==> config.mk <==
export PLATFORM = sky130hd
export DESIGN_NAME = pio_dual_port
export DESIGN_NICKNAME = d
export VERILOG_FILES = /design/src/rtl/pio_pkg.sv /design/src/rtl/pio_regfile.sv /design/src/rtl/pio_port.sv /design/src/rtl/pio_dual_port.sv
export SDC_FILE = /design/constraint.sdc
export NUM_CORES = 1
export LEC_CHECK = 0
export ABC_AREA = 1
export CAP_MARGIN = 30
export CORE_MARGIN = 1
export CORE_UTILIZATION = 30
export DETAILED_ROUTE_END_ITERATION = 16
export GPL_TIMING_DRIVEN = 0
export MAX_ROUTING_LAYER = met4
export SLEW_MARGIN = 25
export SYNTH_ARGS = -nofsm -noshare
export SYNTH_HDL_FRONTEND = slang
export SYNTH_SLANG_ARGS = --single-unit
==> constraint.sdc <==
create_clock -name clk -period 1.3 [get_ports clk]
set_input_delay 0.325 -clock clk [delete_from_list [all_inputs] [get_ports clk]]
set_output_delay 0.325 -clock clk [all_outputs]
set_load 0.02 [all_outputs]
==> src/rtl/pio_pkg.sv <==
package pio_pkg;
  localparam int unsigned PIO_W = 8;
  localparam int unsigned PIO_NREG = 4;
  localparam int unsigned PIO_AW = $clog2(PIO_NREG);

  typedef logic [PIO_W-1:0] pio_byte_t;

  typedef enum logic [PIO_AW-1:0] {
    SEL_LATCH_A = 2'd0,
    SEL_DIR_A   = 2'd1,
    SEL_LATCH_B = 2'd2,
    SEL_DIR_B   = 2'd3
  } pio_sel_e;

  typedef enum logic {
    RB_WIRED_AND,
    RB_OUT_MASKED
  } pio_rb_e;

  // Level presented on a pin: outputs carry the latch, inputs idle high.
  function automatic pio_byte_t drive_lvl(pio_byte_t latch, pio_byte_t dir);
    return latch | ~dir;
  endfunction

  // Read-back where either side may pull a bit low.
  function automatic pio_byte_t rb_wand(pio_byte_t latch, pio_byte_t dir, pio_byte_t ext);
    return drive_lvl(latch, dir) & ext;
  endfunction

  // Read-back where output bits override the external level.
  function automatic pio_byte_t rb_masked(pio_byte_t latch, pio_byte_t dir, pio_byte_t ext);
    return drive_lvl(latch, dir) & (ext | dir);
  endfunction
endpackage

==> src/rtl/pio_regfile.sv <==
module pio_regfile
  import pio_pkg::*;
(
  input  logic              clk,
  input  logic              rst_n,
  input  logic              wr_en,
  input  logic [PIO_AW-1:0] wr_idx,
  input  pio_byte_t         wr_val,
  output pio_byte_t         latch_a,
  output pio_byte_t         dir_a,
  output pio_byte_t         latch_b,
  output pio_byte_t         dir_b,
  output logic              a_stb
);
  pio_byte_t regs [PIO_NREG];
  logic      hit_latch_a;

  for (genvar gi = 0; gi < PIO_NREG; gi++) begin : g_reg
    logic sel_hit;
    assign sel_hit = wr_en && (wr_idx == PIO_AW'(gi));
    always_ff @(posedge clk or negedge rst_n) begin
      if (!rst_n)       regs[gi] <= '0;
      else if (sel_hit) regs[gi] <= wr_val;
    end
  end

  assign hit_latch_a = wr_en && (wr_idx == SEL_LATCH_A);

  always_ff @(posedge clk or negedge rst_n) begin
    if (!rst_n) a_stb <= 1'b0;
    else        a_stb <= hit_latch_a;
  end

  assign latch_a = regs[SEL_LATCH_A];
  assign dir_a   = regs[SEL_DIR_A];
  assign latch_b = regs[SEL_LATCH_B];
  assign dir_b   = regs[SEL_DIR_B];


  dir_a_write_chk: assert property (@(posedge clk) disable iff (!rst_n)
    (wr_en && wr_idx == SEL_DIR_A) |=> (dir_a == $past(wr_val)));

  no_write_hold_chk: assert property (@(posedge clk) disable iff (!rst_n)
    !wr_en |=> ($stable(latch_a) && $stable(dir_a) && $stable(latch_b) && $stable(dir_b)));

  stb_cause_chk: assert property (@(posedge clk) disable iff (!rst_n)
    a_stb |-> $past(wr_en && wr_idx == SEL_LATCH_A));

  stb_single_chk: assert property (@(posedge clk) disable iff (!rst_n)
    (a_stb && !hit_latch_a) |=> !a_stb);
endmodule

==> src/rtl/pio_port.sv <==
module pio_port
  import pio_pkg::*;
#(
  parameter pio_rb_e RB_MODE = RB_WIRED_AND
) (
  input  logic      rst_n,
  input  pio_byte_t latch,
  input  pio_byte_t dir,
  input  pio_byte_t ext,
  output pio_byte_t pin,
  output pio_byte_t rb
);
  assign pin = drive_lvl(latch, dir);

  if (RB_MODE == RB_WIRED_AND) begin : g_wand
    assign rb = rb_wand(latch, dir, ext);
    always_comb begin
      if (rst_n) begin

        wand_low_cause_chk: assert ((~rb & ext & ~(dir & ~latch)) == '0);
      end
    end
  end else begin : g_masked
    assign rb = rb_masked(latch, dir, ext);
    always_comb begin
      if (rst_n) begin

        masked_in_bits_chk: assert (((rb ^ ext) & ~dir) == '0);
      end
    end
  end

  always_comb begin
    if (rst_n) begin

      pin_idle_high_chk: assert ((~dir & ~pin) == '0);
    end
  end
endmodule

==> src/rtl/pio_dual_port.sv <==
module pio_dual_port
  import pio_pkg::*;
(
  input  logic              clk,
  input  logic              rst_n,
  input  logic              cs,
  input  logic              we,
  input  logic [PIO_AW-1:0] addr,
  input  logic [PIO_W-1:0]  wdata,
  output logic [PIO_W-1:0]  rdata,
  input  logic [PIO_W-1:0]  ext_a,
  input  logic [PIO_W-1:0]  ext_b,
  output logic [PIO_W-1:0]  pin_a,
  output logic [PIO_W-1:0]  pin_b,
  output logic              a_wr_stb
);
  pio_byte_t latch_a, dir_a, latch_b, dir_b;
  pio_byte_t rb_a, rb_b;
  logic      wr_en, rd_en;

  assign wr_en = cs && we;
  assign rd_en = cs && !we;

  pio_regfile u_regs (
    .clk     (clk),
    .rst_n   (rst_n),
    .wr_en   (wr_en),
    .wr_idx  (addr),
    .wr_val  (wdata),
    .latch_a (latch_a),
    .dir_a   (dir_a),
    .latch_b (latch_b),
    .dir_b   (dir_b),
    .a_stb   (a_wr_stb)
  );

  pio_port #(.RB_MODE(RB_WIRED_AND)) u_port_a (
    .rst_n (rst_n),
    .latch (latch_a),
    .dir   (dir_a),
    .ext   (ext_a),
    .pin   (pin_a),
    .rb    (rb_a)
  );

  pio_port #(.RB_MODE(RB_OUT_MASKED)) u_port_b (
    .rst_n (rst_n),
    .latch (latch_b),
    .dir   (dir_b),
    .ext   (ext_b),
    .pin   (pin_b),
    .rb    (rb_b)
  );

  always_comb begin
    rdata = '0;
    if (rd_en) begin
      unique case (addr)
        SEL_LATCH_A: rdata = rb_a;
        SEL_DIR_A:   rdata = dir_a;
        SEL_LATCH_B: rdata = rb_b;
        SEL_DIR_B:   rdata = dir_b;
        default:     rdata = '0;
      endcase
    end
  end


  stb_pin_update_chk: assert property (@(posedge clk) disable iff (!rst_n)
    a_wr_stb |-> (pin_a == ($past(wdata) | ~dir_a)));

  dir_b_readback_chk: assert property (@(posedge clk) disable iff (!rst_n)
    (rd_en && addr == SEL_DIR_B) |-> (rdata == u_regs.dir_b));
endmodule

Word level (Yosys, flattened, before mapping):

Cells that the tools add are included.

* register bits after elaboration: 33
* output and inout port bits: 25

* equality and inequality tests: 3
* mux-type cells: 2
* bitwise gates (word level): 7
* reduce and logical (&&, ||, !) cells: 8

Operator list (count)
* 8-bit case mux with 4 select lines: 1
* 8-bit OR: 3
* 8-bit bitwise AND: 2
* 8-bit inverter: 2
* 8-bit two-way mux: 1
* 1-bit logical AND: 6
* 2-bit equality test, second input constant: 2
* 2-bit by 1-bit equality test with 1-bit output, second input constant: 1
* 2-bit logical NOT: 1
* 1-bit logical NOT: 1

Depth between registers and ports, before layout:

Gate-level depths: netlist of the first run.

* depth in word-level cells: 5
* gate-level depth with buffers: 8
* gate-level depth less buffers: 6

Cells and area by module:

A second synthesis of the first run with hierarchy kept.

* cell total of the unflattened synthesis: 300
* area total of the unflattened synthesis: 2118.3 um2

By module, submodules not included
* pio_regfile: instances 1, cells each 145, area each 1418.9 um2
* pio_dual_port: instances 1, cells each 75, area each 359.1 um2
* pio_port at u_port_b: instances 1, cells each 48, area each 180.2 um2
* pio_port at u_port_a: instances 1, cells each 32, area each 160.2 um2

Worst setup path before layout of the first run:

No wires, ideal clock.

* path kind: input to output
* start: input port addr[0]
* end: output port rdata[5]
* data arrival time: 1.115 ns
* setup slack: -0.140 ns
* cell stages on the path: 8
* buffers on the path: 2
* cells stage by stage: buf_6 -> buf_6 -> nand2_1 -> nand2_1 -> nand2_1 -> nand2_1 -> inv_1 -> nor2_1

* word-level cells in the longest chain between the ends: 3
* elaborated cells between the ends (all ways): 6

RTL lines
* start, declared: line pio_dual_port.sv:8 `input logic [PIO_AW-1:0] addr,`
* 2-bit equality test (tied with other cells): line pio_dual_port.sv:58 `unique case (addr)`
* 8-bit case mux with 4 select lines *: line pio_dual_port.sv:58
* 8-bit two-way mux *: line pio_dual_port.sv:57 `if (rd_en) begin`
* end, declared: line pio_dual_port.sv:10 `output logic [PIO_W-1:0] rdata,`

Every way passes the cells marked *; elsewhere a longest branch is shown, timed or not.

Final worst setup path of the first run:

* start: register u_regs.regs, in the netlist u_regs.dir_b[7]
* end: output port rdata[7]

* word-level cells in the longest chain between the ends: 5
* elaborated cells between the ends (all ways): 6

RTL lines
* start, declared: line pio_regfile.sv:15 `pio_byte_t regs [PIO_NREG];`
* start signal, assigned by index: line pio_regfile.sv:23 `else if (sel_hit) regs[gi] <= wr_val;`
* 8-bit inverter: line pio_pkg.sv:22 `return latch | ~dir;`
* 8-bit OR: line pio_pkg.sv:22
* 8-bit bitwise AND: line pio_pkg.sv:32 `return drive_lvl(latch, dir) & (ext | dir);`
* 8-bit case mux with 4 select lines *: line pio_dual_port.sv:58
* 8-bit two-way mux *: line pio_dual_port.sv:57

Marked as above.

==> results of run 1 <==
## layer usage
layer	share of wire (%)	routed length, um	vias up	track usage (%)
met5	0	0	-	-
li1	-	-	974	-
met1	45	2530	884	24.2
met4	1.1	63	0	5.08
met2	49	2750	54	27.4
met3	4.3	240	9	2.77
## where the power goes
group | leakage [nW] | total (mW) | switching (mW) | internal, mW
Clock | 0.0681 | 1.17 | 0.406 | 0.762
Combinational | 1.13 | 1.56 | 0.731 | 0.827
Sequential | 0.413 | 1.37 | 0.153 | 1.22
Total | 1.61 | 4.10 | 1.29 | 2.81
## worst paths after layout
path	slack, ns	end	cells after the start
setup / recovery	-0.28	rdata[7]	6
hold / removal	0.45	u_regs.dir_a[2]	4
setup reg to reg	0.32	u_regs.dir_b[1]	5
hold reg to reg	0.50	u_regs.dir_a[4]	2
max in group asynchronous	0.41	u_regs.latch_a[5]	3
min in group asynchronous	0.47	u_regs.dir_b[3]	2
## registers in the layout, indices dropped and copies added (netlist names)
register,cells
u_regs.latch_a,8
u_regs.latch_b,8
u_regs.a_stb,1
u_regs.dir_b,8
u_regs.dir_a,8
## stage by stage
step / power, mW / utilization, % / cells / TNS (ns)
5_1_grt: 4.33 / 49.7 / 427 / -4.42
2_1_floorplan: 2.06 / - / 262 / 0
6_report: 4.10 / 49.7 / 427 / -3.30
3_5_place_dp: 2.54 / 42.1 / 392 / -23.06
3_3_place_gp: 2.51 / 41.8 / 391 / -49.28
4_1_cts: 3.92 / 46.8 / 415 / -3.34
## layout by cell type, fill, tap and decap left out, drive strengths merged
cell,instances
o21ai,40
dlygate4sd3,1
clkbuf,5
a21oi,5
clkinv,1
clkdlybuf4s50,16
clkdlybuf4s15,1
buf,59
nand2,101
dfrtp,33
inv,39
or2,13
bufinv,2
nand3,7
dlygate4sd2,7
nor2,17
dlymetal6s2s,3
## worst max-delay path, delay by kind of cell, from the launching register on
family	cells	cell delay [ns]
AND/OR/NAND/NOR	3	0.21
AO/OA/AOI/OAI	1	0.15
flip-flops	1	0.38
buffers and inverters	2	0.24
## area by class of cell
cell class,count,area (um^2)
Buffer,7,95.1
Clock buffer,5,68.8
Clock inverter,3,65.1
Fill cell,640,3210
Inverter,39,154
Multi-Input combinational cell,183,1070
Sequential cell,33,826
Tap cell,77,96.3
Timing Repair Buffer,80,796
## cell families (layout without fill, tap and decap cells)
| group | after synthesis | after routing | share of synthesized area [%] |
|---|---|---|---|
| AOI/OAI and AO/OA | 45 | 45 | 14.3 |
| buffers and inverters | 46 | 134 | 11.7 |
| DFF | 33 | 33 | 41.4 |
| and+or+nand+nor | 138 | 138 | 32.6 |
## timing repair
item                       4_1_cts  5_1_grt
buffers inserted                14       12
resized for setup              183       34
hold endpoints to repair        11        0
hold buffers                     1        0
setup endpoints to repair       31       24
pin swaps                       24       22
==> impl_results.md, run 1 <==
- Port-buffer cells: 52
- Reg2reg start: u_regs.dir_b[1]
- Dpl cell area: 2690 um^2
- CTS clk-pin slew, worst paths: 0.07 ns
- Initial core utilization: 31.2%
- Post-synth top cells: 95 x nand2_1, 37 x inv_1, 33 x dfrtp_1
- Die height: 83.5 um
- Max Freq: 634 MHz
- Worst Setup Path Type: reg -> out
- Ys Warns: 0
- # IOs: 55
- Wire length of the first global-routing pass: 9.47 mm
- CP peak stage delay: 0.38 ns
- Largest area contributor in the synthesized netlist: dfrtp_1
- Clock sink count: 33
- Initial antenna violation count: 0
- Measured slew at the worst slew-check pin: 0.326 ns
- Power density over cell area: 1290 nW/um^2
- Dominant cells by area after synthesis: dfrtp_1 41%, nand2_1 18%, o21ai_2 7.0%, inv_1 7.0%, or2_2 4.1%
- Vias in the first global route: 1,914
- Mapped Nets: 292
- Arr. time, crit path: 1.25 ns
- Max-cap violations: 0
- Run status: finished with violations
- Pin count of the biggest net entering global routing: 23
- Most numerous cell in the Yosys netlist: nand2_1
- Fin worst setup slack: -0.277 ns
- Layout Skew: 0 ns
- TritonCTS clock tree: built
- Yosys cell types: 17
- Gpl congestion: 0.746
- Post-synth top area share: 41.4%
- Die W: 83.5 um
- Max Fanout on Critical Path: 2
- Clock latency on the worst-skew pair: 0.28 ns
- Post-DP HPWL: 3.79 mm
- Failing checks: setup timing
- DRC viols: 0
- Total track usage: 17.7%
- GRT Residual Overflow: 0
- Final ANT Viol Nets: 0
- Hold Path Class: in -> reg
- Sequential share of the synthesized area: 41.4%
- VDD IR-drop max: 0.000706 V
- Mapped Cells: 262
- Vias per cell: 4.50
- Final Hold Viols: 0
- CP Data Required Time: 0.98 ns
- Wirelength per Cell: 13.1 um
- P_leak: 1.61 nW
- # diodes: 0
- Slew headroom: 78.3%
- Share of post-route cells with drive strength above 1: 44.3%
- Syn avg cell area: 7.61 um^2
- Async set-reset flop share out of synthesis: 100%
- DIE AREA: 6980 um^2
- Critical Path Sink Type: primary output
- Hold path startpoint: addr[0]
- Post-route minimum period: 1.58 ns
- Setup-failing EPs final: 22
- Max-slew violation count: 0
- Unrepaired setup endpoints after global routing: true
- Fin nets: 379
- CTS Root Cell: clkbuf_8
- Cts bufs inserted: 5
- Worst setup startpoint: u_regs.dir_b[7]
- DR iter-0 viols: 64
- Pre-Repair DR Iteration Count: 4
- Hold Worst Slack: 0.445 ns
- Flops & latches, synth: 33
- Area of the core: 6390 um^2
- Worst slack, placed: -1.45 ns
- Final instance area: 3170 um^2
- Max Buffers Root-to-Sink: 2
- Fin crit share: 121%
- Synthesis-to-finish area growth: 59.0%
- CP max-delay cell: dfrtp_1
- Startpoint types: register
- CP cell instances: buf_6 > nand2_2 > a21oi_2 > nor2_2 > nor2_2 > buf_6
- Count of flip-flops with a built-in enable after synthesis: 0
- CTS H-tree lvls: 2
- Via count: 1,921
- Most used DFF post-synth: dfrtp_1
- Mapped Area: 1990 um^2
- FP Rows: 29
- Routed WL: 5.59 mm
Power figures use the tool's default switching activity.
==> run 2: changes to the inputs <==
--- a/config.mk
+++ b/config.mk
@@ -8,10 +8,11 @@
 export ABC_AREA = 1
 export CAP_MARGIN = 30
 export CORE_MARGIN = 1
-export CORE_UTILIZATION = 30
+export CORE_UTILIZATION = 45
 export DETAILED_ROUTE_END_ITERATION = 16
 export GPL_TIMING_DRIVEN = 0
 export MAX_ROUTING_LAYER = met4
+export PLACE_DENSITY = 0.76
 export SLEW_MARGIN = 25
 export SYNTH_ARGS = -nofsm -noshare
 export SYNTH_HDL_FRONTEND = slang
==> impl_results.md, run 2 (synthesis results as in run 1) <==
- Via count: 2,012
- Synthesis-to-finish area growth: 56.5%
- Fin worst setup slack: -0.287 ns
- Routed WL: 5.65 mm
- Wire length of the first global-routing pass: 8.65 mm
- Reg2reg start: u_regs.dir_b[7]
- Final non-filler cell total: 405
- Wirelength per Cell: 14.0 um
- Worst Setup Path Type: reg -> out
- Most frequent cells in the layout: 81 x nand2_1, 33 x dfrtp_1, 30 x buf_6
- Run status: finished with violations
- Initial core utilization: 48.5%
- # diodes: 0
- GRT Residual Overflow: 0
- Register Area: 826 um^2
- R2R setup slack: 0.40 ns
- TritonCTS clock tree: built
- Die W: 68.6 um
- Post-route minimum period: 1.59 ns
- Final ANT Viol Nets: 0
- FILL cells: 316
- DRC viols: 0
- Placed cells: 365
- CTS Root Cell: clkbuf_8
- Share of post-route cells with drive strength above 1: 47.0%
- # IOs: 55
- Power density over cell area: 1190 nW/um^2
- Worst hold path depth: 4
- Most common cell after layout, fill and taps aside: nand2_1
- Final core occ: 75.8%
- FP Rows: 23
- Pre-Repair DR Iteration Count: 4
- Max Freq: 630 MHz
- Max Fanout on Critical Path: 3
- Fin nets: 384
- Vias per cell: 4.97
- CTS H-tree lvls: 2
- Final Hold Viols: 0
- Hold path startpoint: addr[0]
- DR iter-0 viols: 86
- CTS clk-pin slew, worst paths: 0.08 ns
- R2R cell count: 4
- DIE AREA: 4700 um^2
- Cts bufs inserted: 5
- Setup-failing EPs final: 21
- Arr. time, crit path: 1.26 ns
- Failing checks: setup timing
- Critical Path Sink Type: primary output
- CP cell instances: inv_2 > nand2_2 > a21oi_2 > nor2_1 > nor2_2 > buf_6
- CP max-delay cell: dfrtp_1
- Final Power: 3.73 mW
- Worst setup startpoint: u_regs.dir_b[7]
- Die height: 68.6 um
- Pin count of the biggest net entering global routing: 20
- Max-cap violations: 0
- Hold Path Class: in -> reg
- VDD IR-drop max: 0.000906 V
- FF-to-FF End: u_regs.dir_b[7]
- Measured slew at the worst slew-check pin: 0.385 ns
- Max Buffers Root-to-Sink: 2
- CP peak stage delay: 0.41 ns
- Unrepaired setup endpoints after global routing: true
- Initial antenna violation count: 0
- Min-Delay Endpoint: u_regs.dir_a[3]
- Total track usage: 26.8%
- Area of the core: 4120 um^2
- Vias in the first global route: 1,819
- CP Data Required Time: 0.98 ns
- Slew headroom: 74.4%
- P_leak: 1.61 nW
- Post-DP HPWL: 3.54 mm
- Clock latency on the worst-skew pair: 0.29 ns
- Port-buffer cells: 52
- Max-slew violation count: 0
- Fin crit share: 122%
- Clock sink count: 33
- Layout Skew: 0 ns
- Multi-input logic area: 1080 um^2
- Gpl congestion: 0.815
- Startpoint types: register
[run 2: changes by cell type in the layout (fill, tap and decap cells not counted), moves of 3 or more]
cell     previous run  this run
nand2_1            84        81
nand2_2            14        17
a21oi_2             2         5
o21ai_1            12        15
a21oi_1             3         0
buf_4              21        29
buf_6              33        30
[run 2: where the power goes]
part           internal, mW  switching [mW]
sequential             1.22           0.157
clock                 0.369           0.384
combinational         0.844           0.754
[run 2: final cells by class]
| type | instances | share of cell area, % |
|---|---|---|
| flip-flops and latches | 33 | 26.5 |
| multi-input cells | 183 | 34.5 |
| clock buffers | 5 | 2.21 |
| repair buffers | 85 | 26.3 |
| well taps | 50 | 2.00 |
| plain buffers | 7 | 3.05 |
| clock inverters | 3 | 0.561 |
| inverters | 39 | 4.93 |
[run 2: worst max path at each step]
| stage | depth (start not counted) | slack, ns | end |
|---|---|---|---|
| detailed placement | 6 | -1.37 | rdata[6] |
| global placement | 6 | -1.37 | rdata[5] |
| global route | 6 | -0.35 | rdata[0] |
| floorplan | 7 | 0.002 | rdata[0] |
| finish | 6 | -0.29 | rdata[7] |
| CTS | 6 | -0.28 | rdata[6] |
[run 2: layer usage]
layer | global-route usage (%) | vias to the layer above | wire length (um)
li1 | - | 992 | -
met5 | - | - | 0
met2 | 41.9 | 46 | 2920
met1 | 35.0 | 966 | 2440
met3 | 4.61 | 8 | 207
met4 | 9.64 | 0 | 81
[run 2: per-stage QoR]
| stage | setup TNS [ns] | worst slack [ns] | cell area [um^2] | hold WS [ns] |
|---|---|---|---|---|
| 2_1_floorplan | 0 | 0.00194 | 2050 | 0.0294 |
| 3_3_place_gp | -46.99 | -1.37 | 2630 | 0.466 |
| 3_5_place_dp | -22.34 | -1.37 | 2660 | 0.265 |
| 4_1_cts | -3.27 | -0.281 | 2890 | 0.431 |
| 5_1_grt | -4.82 | -0.348 | 3120 | 0.449 |
| 6_report | -3.81 | -0.287 | 3120 | 0.427 |
[run 2: worst max-delay path, delay by kind of cell, from the launching register on]
family / cells / cell delay [ns]
simple gates: 3 / 0.24
compound gates: 1 / 0.10
flops: 1 / 0.41
buf+inv: 2 / 0.22
[run 2: repair_timing]
| action | 4_1_cts | 5_1_grt |
|---|---|---|
| hold buffers | 1 | 0 |
| hold endpoints to repair | 14 | 0 |
| setup endpoints to repair | 30 | 24 |
| buffers inserted | 13 | 18 |
| pin swaps | 11 | 19 |
| resized for setup | 177 | 46 |
==> run 3: changes to the inputs <==
--- a/config.mk
+++ b/config.mk
@@ -7,13 +7,14 @@
 export LEC_CHECK = 0
 export ABC_AREA = 1
 export CAP_MARGIN = 30
-export CORE_MARGIN = 1
+export CORE_MARGIN = 10
 export CORE_UTILIZATION = 45
 export DETAILED_ROUTE_END_ITERATION = 16
+export DONT_BUFFER_PORTS = 1
 export GPL_TIMING_DRIVEN = 0
 export MAX_ROUTING_LAYER = met4
-export PLACE_DENSITY = 0.76
 export SLEW_MARGIN = 25
 export SYNTH_ARGS = -nofsm -noshare
 export SYNTH_HDL_FRONTEND = slang
 export SYNTH_SLANG_ARGS = --single-unit
+export TNS_END_PERCENT = 10
==> impl_results.md, run 3 (synthesis results as in run 1) <==
- Final Power: 3.17 mW
- Post-route minimum period: 1.54 ns
- Most common cell after layout, fill and taps aside: nand2_1
- Die height: 86.6 um
- Startpoint types: register
- Measured slew at the worst slew-check pin: 0.588 ns
- Initial core utilization: 46.1%
- Layout Skew: 0 ns
- DIE AREA: 7500 um^2
- Most frequent cells in the layout: 84 x nand2_1, 33 x dfrtp_1, 24 x inv_1
- Area of the core: 4320 um^2
- Pre-Repair DR Iteration Count: 4
- Via count: 1,662
- Vias in the first global route: 1,682
- Initial antenna violation count: 0
- Gpl congestion: 0.768
- Power density over cell area: 1330 nW/um^2
- CTS Root Cell: clkbuf_8
- Fin crit share: 118%
- CP max-delay cell: dfrtp_1
- Run status: finished with violations
- DRC viols: 0
- # IOs: 55
- # diodes: 0
- CP cell instances: inv_2 > nand2_1 > a21oi_1 > nor2_2 > nor2_4
- Clock sink count: 33
- CTS clk-pin slew, worst paths: 0.07 ns
- Unrepaired setup endpoints after global routing: true
- Clock latency on the worst-skew pair: 0.28 ns
- Fin worst setup slack: -0.237 ns
- Failing checks: setup timing
- Vias per cell: 5.05
- Worst Setup Path Type: reg -> out
- Slew headroom: 60.7%
- Delay-heaviest family, CP: flip-flops
- Cts bufs inserted: 5
- FP Rows: 24
- Final Hold Viols: 0
- Synthesis-to-finish area growth: 19.2%
- Max-cap violations: 0
- P_leak: 1.20 nW
- Pin count of the biggest net entering global routing: 34
- CTS H-tree lvls: 2
- Post-DP HPWL: 3.86 mm
- CP peak stage delay: 0.41 ns
- Wirelength per Cell: 16.6 um
- Final ANT Viol Nets: 0
- Max-slew violation count: 0
- Max Freq: 651 MHz
- Port-buffer cells: 0
- Worst slack, placed: -0.432 ns
- Die W: 86.6 um
- Routed WL: 5.47 mm
- Critical path buffers and inverters: 1
- Share of post-route cells with drive strength above 1: 36.5%
- CP Data Required Time: 0.98 ns
- Max Fanout on Critical Path: 3
- Setup-failing EPs final: 14
- Arr. time, crit path: 1.21 ns
- FILL cells: 427
- TritonCTS clock tree: built
- Hold Path Class: in -> reg
- DR iter-0 viols: 98
- Fin nets: 306
- Critical Path Sink Type: primary output
- Max Buffers Root-to-Sink: 2
- GRT Residual Overflow: 0
- Wire length of the first global-routing pass: 8.65 mm
- Total track usage: 15.2%
- VDD IR-drop max: 0.000949 V
## run 3: cell types whose count changed in the layout (fill, tap and decap cells not counted), moves of 5 or more
cell	previous run	this run
inv_1	16	24
o21ai_1	15	10
clkdlybuf4s50_1	16	0
buf_4	29	5
inv_2	22	14
nand2_2	17	12
buf_6	30	5
dlygate4sd2_1	5	0
## run 3: power breakdown
group	leakage (nW)	internal, mW	switching (mW)
registers	0.413	1.22	0.153
logic	0.739	0.406	0.635
clock network	0.0450	0.371	0.380
## run 3: layout make-up
type	instances	area [um^2]	area share, %
multi-input cells	183	1090	45.9
flip-flops and latches	33	826	34.7
inverters	39	154	6.47
plain buffers	7	91.3	3.84
clock buffers	6	72.6	3.05
repair buffers	7	67.6	2.84
well taps	52	65.1	2.74
clock inverters	2	10.0	0.421
## run 3: worst paths after layout
path	startpoint	endpoint	slack, ns	cells after the start
min in group asynchronous	rst_n	u_regs.latch_a[3]	0.49	2
max in group asynchronous	rst_n	u_regs.dir_a[5]	0.63	2
setup / recovery	u_regs.dir_b[2]	rdata[2]	-0.24	5
setup reg to reg	u_regs.dir_b[2]	u_regs.dir_b[2]	0.52	3
hold / removal	wdata[6]	u_regs.dir_b[6]	0.17	2
hold reg to reg	u_regs.dir_a[4]	u_regs.dir_a[4]	0.48	2
## run 3: worst reg2reg max path, cell delays in order, from the launching register on
cell,delay [ns]
dfrtp_1,0.39
inv_2,0.05
buf_4,0.13
o21ai_0,0.14
## run 3: repair_timing
| item | 4_1_cts | 5_1_grt |
|---|---|---|
| gates resized for setup | 30 | 21 |
| setup buffers | 3 | 2 |
| setup endpoints to repair | 21 | 21 |
| hold endpoints to repair | 33 | 0 |
| pin swaps | 10 | 10 |
| hold buffers | 2 | 0 |
## run 3: metrics by stage
step           util [%]  cells  instance area [um^2]  TNS (ns)  hold slack, ns
3_5_place_dp       48.8    314                  2110     -3.34          0.0307
4_1_cts            53.4    327                  2310     -2.16           0.160
6_report           55.0    329                  2380     -2.03           0.166
3_3_place_gp       48.8    314                  2110     -3.50          0.0308
2_1_floorplan         -    262                  2050  -0.00503          0.0294
5_1_grt            55.0    329                  2380     -2.90           0.165
## run 3: routing by layer
metal  vias up  GRT usage, %  wire (um)
met1       786          17.2       2200
met3         5          4.03        355
met4         0          3.98         51
met2        35          26.0       2860
met5         -             -          0
li1        836             -          -
